`src/rtl/hyst_leg_modulator.sv`:
```
module hyst_leg_modulator #(
  parameter int W  = 16,
  parameter int NG = 6
) (
  input  logic          clk,
  input  logic          rst_n,
  input  logic          smp_vld,
  input  logic [W-1:0]  i_ref,
  input  logic [W-1:0]  i_meas,
  input  logic [W-1:0]  band_outer,
  input  logic [W-1:0]  band_inner,
  input  logic [1:0]    leg_sel,
  input  logic [1:0]    zero_sel,
  output logic [NG-1:0] gate,
  output logic [1:0]    level
);
  localparam int EW = W + 1;
  localparam logic [1:0] LV_ZERO = 2'b00;
  localparam logic [1:0] LV_POS  = 2'b01;
  localparam logic [1:0] LV_NEG  = 2'b11;

  logic signed [EW-1:0] err, h_x, d_x;
  logic [1:0] lvl_q, tgt, lvl_n, leg_q;
  logic [NG-1:0] gate_q;
  logic armed;
  logic leg_chg;

  assign err = $signed({i_ref[W-1], i_ref}) - $signed({i_meas[W-1], i_meas});
  assign h_x = $signed({1'b0, band_outer});
  assign d_x = $signed({1'b0, band_inner});
  assign leg_chg = (leg_sel != leg_q);

  always_comb begin
    tgt = lvl_q;
    if (err > 0) begin
      if (err >= h_x)      tgt = LV_POS;
      else if (err <= d_x) tgt = LV_ZERO;
    end else if (err < 0) begin
      if (err <= -h_x)      tgt = LV_NEG;
      else if (err >= -d_x) tgt = LV_ZERO;
    end else begin
      tgt = LV_ZERO;
    end
  end

  assign lvl_n = ((lvl_q == LV_POS && tgt == LV_NEG) ||
                  (lvl_q == LV_NEG && tgt == LV_POS)) ? LV_ZERO : tgt;

  function automatic logic [NG-1:0] decode(input logic [1:0] lv,
                                           input logic [1:0] lg,
                                           input logic [1:0] zs);
    logic [NG-1:0] g;
    g = '0;
    case (lg)
      2'd0: case (lv)
              LV_POS:  g = 6'b000011;
              LV_NEG:  g = 6'b001100;
              default: g = 6'b000110;
            endcase
      2'd1: case (lv)
              LV_POS:  g = 6'b000001;
              LV_NEG:  g = 6'b001000;
              default: g = 6'b000110;
            endcase
      2'd2: case (lv)
              LV_POS:  g = 6'b000011;
              LV_NEG:  g = 6'b001100;
              default: case (zs)
                         2'd0:    g = 6'b010010;
                         2'd1:    g = 6'b000010;
                         2'd2:    g = 6'b100100;
                         default: g = 6'b000100;
                       endcase
            endcase
      default: g = '0;
    endcase
    return g;
  endfunction

  always_ff @(posedge clk or negedge rst_n) begin
    if (!rst_n) begin
      lvl_q  <= LV_ZERO;
      leg_q  <= 2'd0;
      gate_q <= '0;
      armed  <= 1'b0;
    end else if (leg_chg) begin
      lvl_q <= LV_ZERO;
      leg_q <= leg_sel;
      if (armed) gate_q <= decode(LV_ZERO, leg_sel, zero_sel);
    end else if (smp_vld) begin
      lvl_q  <= lvl_n;
      armed  <= 1'b1;
      gate_q <= decode(lvl_n, leg_q, zero_sel);
    end
  end

  assign gate  = gate_q;
  assign level = lvl_q;

  p_pos_entry_r1: assert property (@(posedge clk) disable iff (!rst_n)
    (smp_vld && !leg_chg && err >= h_x && h_x > 0 && lvl_q != LV_NEG) |=> level == LV_POS);

  p_neg_entry_r2: assert property (@(posedge clk) disable iff (!rst_n)
    (smp_vld && !leg_chg && err <= -h_x && h_x > 0 && lvl_q != LV_POS) |=> level == LV_NEG);

  p_no_flip_up_r4: assert property (@(posedge clk) disable iff (!rst_n)
    (level == LV_NEG) |=> (level != LV_POS));

  p_no_flip_dn_r4: assert property (@(posedge clk) disable iff (!rst_n)
    (level == LV_POS) |=> (level != LV_NEG));

  p_hold_idle_r5: assert property (@(posedge clk) disable iff (!rst_n)
    (!smp_vld && !leg_chg) |=> ($stable(level) && $stable(gate)));

  p_tt_single_r7: assert property (@(posedge clk) disable iff (!rst_n)
    (leg_q == 2'd1 && level != LV_ZERO) |-> $countones(gate) == 1);

  p_leg_zero_r10: assert property (@(posedge clk) disable iff (!rst_n)
    leg_chg |=> level == LV_ZERO);

  p_reserved_off_r11: assert property (@(posedge clk) disable iff (!rst_n)
    (leg_q == 2'd3) |-> gate == '0);
endmodule

```
`config.mk`:
```
export PLATFORM = sky130hd
export DESIGN_NAME = hyst_leg_modulator
export DESIGN_NICKNAME = d
export VERILOG_FILES = /design/src/rtl/hyst_leg_modulator.sv
export SDC_FILE = /design/constraint.sdc
export NUM_CORES = 1
export LEC_CHECK = 0
export BUFFER_PORTS_ARGS = -buffer_cell sky130_fd_sc_hd__clkbuf_2
export CAP_MARGIN = 5
export CORE_MARGIN = 8
export CORE_UTILIZATION = 52
export DETAILED_ROUTE_END_ITERATION = 16
export PLACE_DENSITY = 0.83
export SLEW_MARGIN = 40
export SYNTH_ARGS = -nofsm -noshare
export SYNTH_HDL_FRONTEND = slang
export SYNTH_SLANG_ARGS = --single-unit
```
`constraint.sdc`:
```
create_clock -name clk -period 1.75 [get_ports clk]
set_input_delay 0.35 -clock clk [delete_from_list [all_inputs] [get_ports clk]]
set_output_delay 0.35 -clock clk [all_outputs]
set_load 0.01 [all_outputs]
```
==> results of run 1 <==
[state kept, by name (all words and copies together), names as in the netlist]
| signal | count |
|---|---|
| armed | 1 |
| gate | 6 |
| leg_q | 2 |
| level | 2 |
[through the flow]
stage          cell area (µm²)  setup TNS (ps)  total power, mW  hold WS, ps  utilization [%]
3_5_place_dp              5460          -24470             2.62          248             77.0
4_1_cts                   5690          -20630             3.00          281             80.1
5_1_grt                   6000          -24720             3.67          288             84.5
6_report                  6000          -23250             3.46          305             84.5
3_3_place_gp              5460          -22930             2.48          229             77.0
2_1_floorplan             3860          -19130             1.63         54.4                -
[report_power, final]
part / leakage [nW] / total (mW) / internal [mW] / switching, mW
combinational: 2.76 / 2.90 / 1.37 / 1.53
sequential: 0.137 / 0.303 / 0.276 / 0.0263
clock: 0.0228 / 0.263 / 0.161 / 0.102
[repair_timing]
action	in CTS	in global routing
buffers inserted	9	8
pin swaps	22	33
endpoints found under the setup margin	8	8
endpoints found under the hold margin	11	0
gates resized for setup	17	44
hold buffers	1	0
[layout make-up]
class | instances | share of cell area (%)
Tap cell | 99 | 2.07
Timing Repair Buffer | 246 | 28.5
Inverter | 56 | 3.67
Clock buffer | 4 | 0.751
Multi-Input combinational cell | 413 | 60.4
Sequential cell | 11 | 4.59
[worst paths after layout]
check,startpoint,cells past startpoint,to
worst max-delay path,i_ref[0],21,gate[1]
worst min register to register,gate[5],1,gate[5]
worst max register to register,leg_q[1],8,gate[2]
min in group asynchronous,rst_n,2,armed
worst min-delay path,leg_sel[0],1,leg_q[0]
max in group asynchronous,rst_n,2,gate[3]
[placed cells by master, fill, tap and decap left out, drive strengths merged, types with 13 or more instances in the layout]
cell | Yosys | layout
nor2 | 32 | 32
a21oi | 39 | 39
xnor2 | 37 | 37
buf | 2 | 170
clkbuf | 6 | 79
inv | 56 | 56
o21ai | 13 | 13
ha | 70 | 70
nor3 | 15 | 15
nand2 | 32 | 32
nand3 | 20 | 20
[metal layers]
metal  global-route usage, %  wire [µm]
met3                    3.73       1440
met2                    50.0       8200
met1                    29.5       6330
met5                       0         13
met4                    14.3       1410
[cell families (layout without fill, tap and decap cells)]
family | after synthesis | count (layout) | synth area share, %
and+or+nand+nor | 161 | 161 | 23.5
AOI/OAI and AO/OA | 120 | 120 | 23.6
adders and majority gates | 79 | 79 | 26.1
buffers and inverters | 64 | 306 | 6.66
xor gates and xnor gates | 48 | 48 | 11.2
DFF | 11 | 11 | 7.37
muxes | 5 | 5 | 1.47
[worst max-delay path, stage by stage]
cell       delay (ps)
clkbuf_16         110
inv_8              30
ha_4              150
fa_2              370
nor2b_4           170
o2111ai_4         160
a21oi_2           210
nor2b_2            80
xnor2_2           370
buf_4             190
ha_1              140
and4_4            220
nand3_2           120
or4_4             580
a2111oi_4         290
o2111ai_2         190
a21oi_2           220
nor4b_2           100
a311oi_4          360
mux2i_1           160
a211oi_2          290
==> out/metrics.cfg, run 1 <==
[layout]
seqCellArea_um2 = 275
fill_cells = 386
drive_gt1_share_pct = 44.4
multi_input_area_um2 = 3620
layout.nets = 873
syn_to_final_growth_pct = 60.5
diodes = 0
final_cells = 829

[critical_path]
cp-end-kind = flop
critPathArrivalTime_ps = 4880
worstPathMaxFanout = 5
cp.required_ps = 1890
crit_path_start_kind = input pin
r2r_slack_ps = -300
path_class = in -> reg

[synth]
synth_area_um2 = 3740
syn_inst = 488
yosysMostFrequentCell = ha_1
synthTopCellsByArea = ha_1 23%, xnor2_1 8.7%, dfrtp_1 7.4%
synthArstFlopShare_pct = 100
synthDistinctLibCells = 67
synth_common_cells = 70 x ha_1, 56 x inv_1, 38 x a21oi_1
synth_seq_area_share_pct = 7.37
syn-num-nets = 630
synth_top_area_share_pct = 23.4
synth_edf_count = 0
synth_top_flop_cell = dfrtp_1
avgSynthCellArea_um2 = 7.66
ys_seq_elements = 11
yosysTopAreaCell = ha_1
ys_warn_count = 0

[clocking]
cts_tree = done
numCtsBuffers = 3
clk_pin_slew_ps = 50
clock_path_buffers = 2
h-tree-depth = 1
clk-insertion-delay-late_ps = 240
cts_root_buf = clkbuf_8
clock-sinks = 11

[placement]
place_ws_ps = -3170
placed_cells = 807
portBuffers = 78
place_congestion = 0.928
dpl.hpwl_mm = 11.2

[floorplanning]
dieArea_um2 = 10200
ioPinCount = 79
start_util_pct = 52.7
die_w_um = 101
fp.coreArea_um2 = 7100
die_h_um = 101
row_count = 31

[grt]
grt_pass1_vias = 5237
grt_usage_pct = 27.3
grt_pass1_wl_mm = 22.8
grt-ovfl-total = 0
antenna_found_initial = 1
grt_max_degree = 12

[power]
power.density_nw_per_um2 = 577
p_leak_nw = 2.92
vdd_ir_drop_max_uv = 327

[run_status]
violations = negative setup slack
status = finished with violations

[timing]
post-route-period-util_pct = 271
hold_violations = 0
rsz0062_at_grt = true
slew_headroom_pct = 51.9
fin_ws_ps = -2990
tightest_slew_ps = 712
final.min_clock_period_ps = 4740
slew_viol_final = 0
skew_ps = 2.33
max_freq_ghz = 0.211
setup_viol = 8

[routing]
vias = 5302
drt-total-wl_mm = 17.4
wl_per_cell_um = 21.0
drt-initial-drc-count = 471
dr.pass1.iters = 5
drc_errors = 0
avgViaCountPerCell = 6.40
postRouteAntennaNets = 0

[min_path]
hold_path_class = in -> reg

[job]
cap_violations = 0

(Power assumes the default switching activity.)
==> run 2: changes to the inputs <==
- CORE_UTILIZATION: 52 -> 40
- PLACE_DENSITY: 0.83 -> 0.67
==> out/metrics.cfg, run 2 (synthesis results as in run 1) <==
[critical_path]
r2r_slack_ps = -90  ; +210 ps
critPathArrivalTime_ps = 4580  ; -300 ps
cp.required_ps = 1910  ; +20 ps
crit_chain = clkbuf_2 -> inv_1 -> ha_4 -> nor2_1 -> a211o_1 -> and2_1 -> o21ai_1 -> xor2_2 -> buf_4 -> ha_1 -> nand3_1 -> a2111oi_1 -> buf_4 -> a21oi_2 -> maj3_2 -> o211ai_2 -> buf_4 -> o311ai_4 -> a22oi_4 -> mux2_4 -> a211oi_2
crit_top_cell = buf_4
cp-end-kind = flop
worstPathMaxFanout = 5  ; unchanged
crit_path_start_kind = input pin
cpPeakStageDelay_ps = 480  ; -100 ps
critPathSlowestCell = a2111oi_1
path_class = in -> reg

[clocking]
clock-sinks = 11  ; unchanged
numCtsBuffers = 3  ; unchanged
clock_path_buffers = 2  ; unchanged
cts_tree = done
clk-insertion-delay-late_ps = 240  ; about the same
clk_pin_slew_ps = 50  ; about the same
cts_root_buf = clkbuf_8
h-tree-depth = 1  ; unchanged

[placement]
place_area_um2 = 5540  ; +1.4%
portBuffers = 78  ; unchanged
place_congestion = 0.907  ; -2.3%
placed_cells = 827  ; +2.5%
dpl.hpwl_mm = 10.8  ; -3.7%

[timing]
worst_hold_slack_ps = 291  ; -14.3 ps
final.min_clock_period_ps = 4420  ; -317 ps
rsz0062_at_grt = true
fin_ws_ps = -2670  ; +317 ps
slew_viol_final = 0  ; unchanged
slew_headroom_pct = 60.4  ; +8.5 points
tightest_slew_ps = 587  ; -126 ps
max_freq_ghz = 0.226  ; +7.2%
hold_violations = 0  ; unchanged
skew_ps = 4.42  ; +2.09 ps
post-route-period-util_pct = 253  ; -18 points
setup_viol = 8  ; unchanged

[floorplanning]
die_h_um = 113  ; +12%
start_util_pct = 40.8  ; -12 points
fp.coreArea_um2 = 9150  ; +29%
dieArea_um2 = 12700  ; +25%
row_count = 35  ; +13%
die_w_um = 113  ; +12%
ioPinCount = 79  ; unchanged

[layout]
largest_reg_flops = 6  ; unchanged
fin_area_um2 = 6100  ; +1.7%
syn_to_final_growth_pct = 63.2
diodes = 0  ; unchanged
final_cells = 842  ; +1.6%
drive_gt1_share_pct = 44.5  ; +0.076 points
mostFrequentLayoutCells = 164 x buf_4, 76 x clkbuf_2, 63 x ha_1
fill_cells = 731  ; +89%
layout.nets = 874  ; +0.11%
final_common_cell = buf_4

[grt]
grt_pass1_wl_mm = 21.3  ; -6.8%
antenna_found_initial = 0  ; -1
grt_pass1_vias = 4870  ; -7.0%
grt_max_degree = 12  ; unchanged
grt_usage_pct = 19.7  ; -7.5 points
grt-ovfl-total = 0  ; unchanged

[power]
p_comb_share_pct = 82.9  ; -0.8 points
p_leak_nw = 2.95  ; +1.1%
switching_power_mw = 1.48  ; -11%
internal_power_mw = 1.78  ; -1.6%
power.density_nw_per_um2 = 533  ; -7.7%
switching_share_pct = 45.4  ; -2.5 points
p_clk_share_pct = 8.0  ; +0.4 points
vdd_ir_drop_max_uv = 282  ; -14%
p_seq_share_pct = 9.0  ; +0.3 points

[routing]
topRoutingLayerUsed = met4
vias = 4610  ; -13%
postRouteAntennaNets = 0  ; unchanged
dr.pass1.iters = 4  ; -1
route.met3.wl_um = 524  ; -63%
avgViaCountPerCell = 5.48  ; -14%
met2_length_mm = 6.85  ; -16%
wl_per_cell_um = 15.6  ; -26%
drt-total-wl_mm = 13.1  ; -25%
drt-initial-drc-count = 201  ; -57%
drc_errors = 0  ; unchanged
wl_met1_mm = 5.53  ; -13%

[run_status]
violations = negative setup slack
status = finished with violations

[min_path]
hold_path_class = in -> reg

[job]
cap_violations = 0  ; unchanged

[run 2: changes by cell type in the layout (fill, tap and decap cells not counted), sizes merged]
cell / before / now
clkbuf: 79 / 80
[run 2: metal layers]
metal / vias to the layer above / global-route usage, %
met3: 20 / 2.20
met4: 0 / 4.59
li1: 2288 / -
met2: 119 / 37.3
met1: 2183 / 23.0
met5: - / 0
[run 2: path summary, 6_finish.rpt]
check                                 from       end  depth (start not counted)
worst min register to register       armed     armed                          1
worst max-delay path             i_meas[2]   gate[2]                         21
worst min-delay path            leg_sel[0]  leg_q[0]                          1
min in group asynchronous            rst_n   gate[1]                          2
max in group asynchronous            rst_n   gate[5]                          2
worst max register to register    level[0]   gate[2]                          5
[run 2: layout make-up]
class	count	area (µm²)	area share, %
inverter	56	218	3.57
sequential	11	275	4.51
timing repair buffer	247	1690	27.8
tap	111	139	2.28
multi-input combinational	413	3730	61.1
clock buffer	4	45.0	0.738
[run 2: critical path: cells and delay by family]
kind / cells / cell delay [ps]
adders and majority gates: 3 / 710
muxes: 1 / 340
buffers and inverters: 5 / 710
and+or+nand+nor: 3 / 290
AOI/OAI and AO/OA: 8 / 1820
xor gates and xnor gates: 1 / 360
[run 2: what timing repair did]
action                                  in CTS  in global routing
endpoints found under the hold margin       11                  0
hold buffers                                 1                  0
buffers inserted                             6                  4
gates resized for setup                     33                 34
pin swaps                                   30                 19
endpoints found under the setup margin       8                  8
[run 2: through the flow]
| step | utilization, % | power [mW] | setup TNS, ps | setup slack [ps] |
|---|---|---|---|---|
| after floorplan | - | 1.63 | -19130 | -2550 |
| after global placement | 60.5 | 2.53 | -23320 | -2990 |
| after detailed placement | 60.5 | 2.63 | -24760 | -3210 |
| after CTS | 63.8 | 3.05 | -20300 | -2680 |
| after global routing | 66.6 | 3.52 | -22110 | -2890 |
| final | 66.6 | 3.25 | -20290 | -2670 |
[run 2: power by group through the flow]
stage / logic, mW / clock network [mW] / registers, mW
after global placement: 2.24 / 0 / 0.296
after CTS: 2.50 / 0.259 / 0.294
after global routing: 2.96 / 0.268 / 0.296
final: 2.70 / 0.261 / 0.294
after detailed placement: 2.33 / 0 / 0.297
after floorplan: 1.32 / 0 / 0.305
==> run 3: changes to the inputs <==
- CELL_PAD_IN_SITES_DETAIL_PLACEMENT: not set -> 0
- CELL_PAD_IN_SITES_GLOBAL_PLACEMENT: not set -> 1
- CORE_UTILIZATION: 40 -> 37
- PLACE_DENSITY: 0.67 -> 0.81
==> out/metrics.cfg, run 3 (synthesis results as in run 1) <==
[placement]
dpl.hpwl_mm = 10.9  ; +0.84%
place_congestion = 0.902  ; -0.62%
portBuffers = 78  ; unchanged
place_ws_ps = -3160  ; +48.6 ps

[timing]
tightest_slew_ps = 537  ; -49.7 ps
hold_violations = 0  ; unchanged
slew_viol_final = 0  ; unchanged
rsz0062_at_grt = true
setup_viol = 8  ; unchanged
slew_headroom_pct = 63.7  ; +3.4 points
worst_hold_slack_ps = 287  ; -3.73 ps
skew_ps = 6.15  ; +1.74 ps
post-route-period-util_pct = 254  ; +1.2 points
max_freq_ghz = 0.225  ; -0.48%
fin_ws_ps = -2690  ; -21.3 ps
final.min_clock_period_ps = 4440  ; +21.3 ps

[grt]
grt_max_degree = 12  ; unchanged
grt_usage_pct = 18.8  ; -0.95 points
grt_pass1_vias = 4746  ; -2.5%
grt_pass1_wl_mm = 20.9  ; -1.8%
grt-ovfl-total = 0  ; unchanged
antenna_found_initial = 0  ; unchanged

[min_path]
min_to = leg_q[0]
hold_path_class = in -> reg
holdCritStartpoint = leg_sel[0]
hold_depth = 1  ; unchanged

[floorplanning]
fp.coreArea_um2 = 9770  ; +6.8%
dieArea_um2 = 13600  ; +6.9%
start_util_pct = 38.2  ; -2.6 points
row_count = 36  ; +2.9%
ioPinCount = 79  ; unchanged
die_w_um = 117  ; +3.4%
die_h_um = 117  ; +3.4%

[critical_path]
rr_startpoint = level[0]
cp.required_ps = 1910  ; about the same
worstRegToRegCells = 5  ; unchanged
r2r-end = gate[2]
critPathArrivalTime_ps = 4600  ; +20 ps
path_class = in -> reg
r2r_slack_ps = -90  ; about the same
worstPathMaxFanout = 5  ; unchanged
cp-end-kind = flop
crit_path_start_kind = input pin

[clocking]
clk_pin_slew_ps = 50  ; about the same
cts_tree = done
clk-insertion-delay-late_ps = 250  ; about the same
clock-sinks = 11  ; unchanged
clock_path_buffers = 2  ; unchanged
numCtsBuffers = 3  ; unchanged
cts_root_buf = clkbuf_8
h-tree-depth = 1  ; unchanged

[routing]
dr.pass1.iters = 4  ; unchanged
wl_per_cell_um = 14.9  ; -4.4%
postRouteAntennaNets = 0  ; unchanged
vias = 4517  ; -2.0%
drt-initial-drc-count = 145  ; -28%
drc_errors = 0  ; unchanged
drt-total-wl_mm = 13.0  ; -0.76%
avgViaCountPerCell = 5.17  ; -5.6%

[layout]
finalCoreUtilization_pct = 63.5  ; -3.1 points
drive_gt1_share_pct = 45.9  ; +1.5 points
layout.nets = 883  ; +1.0%
largest_reg_flops = 6  ; unchanged
syn_to_final_growth_pct = 66.2
mostFrequentLayoutCells = 174 x buf_4, 76 x clkbuf_2, 61 x ha_1
final_common_cell = buf_4

[power]
power.density_nw_per_um2 = 537  ; +0.63%
finalPower_mw = 3.33  ; +2.5%
p_leak_nw = 2.98  ; +1.0%
vdd_ir_drop_max_uv = 232  ; -18%

[job]
cap_violations = 0  ; unchanged

[run_status]
violations = negative setup slack
status = finished with violations

[run 3: cell types whose count changed in the layout (fill, tap and decap cells not counted), moves of 2 or more]
cell	before	now
ha_4	7	9
ha_1	63	61
a21oi_2	4	6
buf_4	164	174
o21ai_2	0	3
o21ai_1	4	2
[run 3: worst max path at each step]
| stage | start | end | slack [ps] |
|---|---|---|---|
| 4_1_cts | i_ref[0] | gate[2] | -2620 |
| 6_report | i_ref[0] | gate[2] | -2690 |
| 5_1_grt | i_ref[0] | gate[2] | -2870 |
| 3_3_place_gp | i_ref[0] | gate[1] | -2990 |
| 2_1_floorplan | i_ref[0] | gate[2] | -2550 |
| 3_5_place_dp | i_ref[0] | gate[2] | -3160 |
[run 3: metrics by stage]
stage | TNS, ps | cell area [µm²] | std cells
after CTS | -20230 | 5940 | 870
final | -20960 | 6210 | 874
after floorplan | -19130 | 3860 | 488
after detailed placement | -24430 | 5630 | 858
after global placement | -23260 | 5630 | 858
after global routing | -22360 | 6210 | 873
[run 3: power breakdown]
part	total [mW]	internal [mW]	leakage [nW]	switching [mW]
Sequential	0.293	0.276	0.137	0.0168
Clock	0.263	0.161	0.0228	0.103
Combinational	2.78	1.40	2.82	1.38
Total	3.33	1.83	2.98	1.50
[run 3: critical path, cell delays in order]
cell and delay, ps:
buf_8 80, inv_8 30, ha_4 150, fa_2 360, nor2b_4 170, o2111ai_4 180, a21oi_4 240, nor2b_4 70
xnor2_4 300, ha_4 190, a21o_1 130, a21oi_2 80, o2111ai_2 90, nand3_1 110, a21o_1 200, maj3_2 300
maj3_2 330, a21o_1 240, o311ai_4 310, a22oi_4 150, mux2_4 320, a211oi_2 220
[run 3: timing repair]
item	4_1_cts	5_1_grt
hold buffers	1	0
endpoints found under the hold margin	11	0
setup endpoints to repair	8	8
setup buffers	8	4
resized for setup	32	37
pin swaps	21	33
[run 3: layout make-up]
type,instances,area [µm²]
timing repair buffer,256,1760
clock buffer,4,45.0
sequential,11,275
antenna,1,2.50
fill,856,3560
multi-input combinational,413,3750
inverter,56,218
tap,133,166
[run 3: layer usage]
layer	part of all wire, %	track usage [%]	routed length [µm]
met1	45	22.7	5870
met2	51	35.6	6610
met3	2.6	1.09	343
met4	1.4	3.63	184
met5	0	0	0
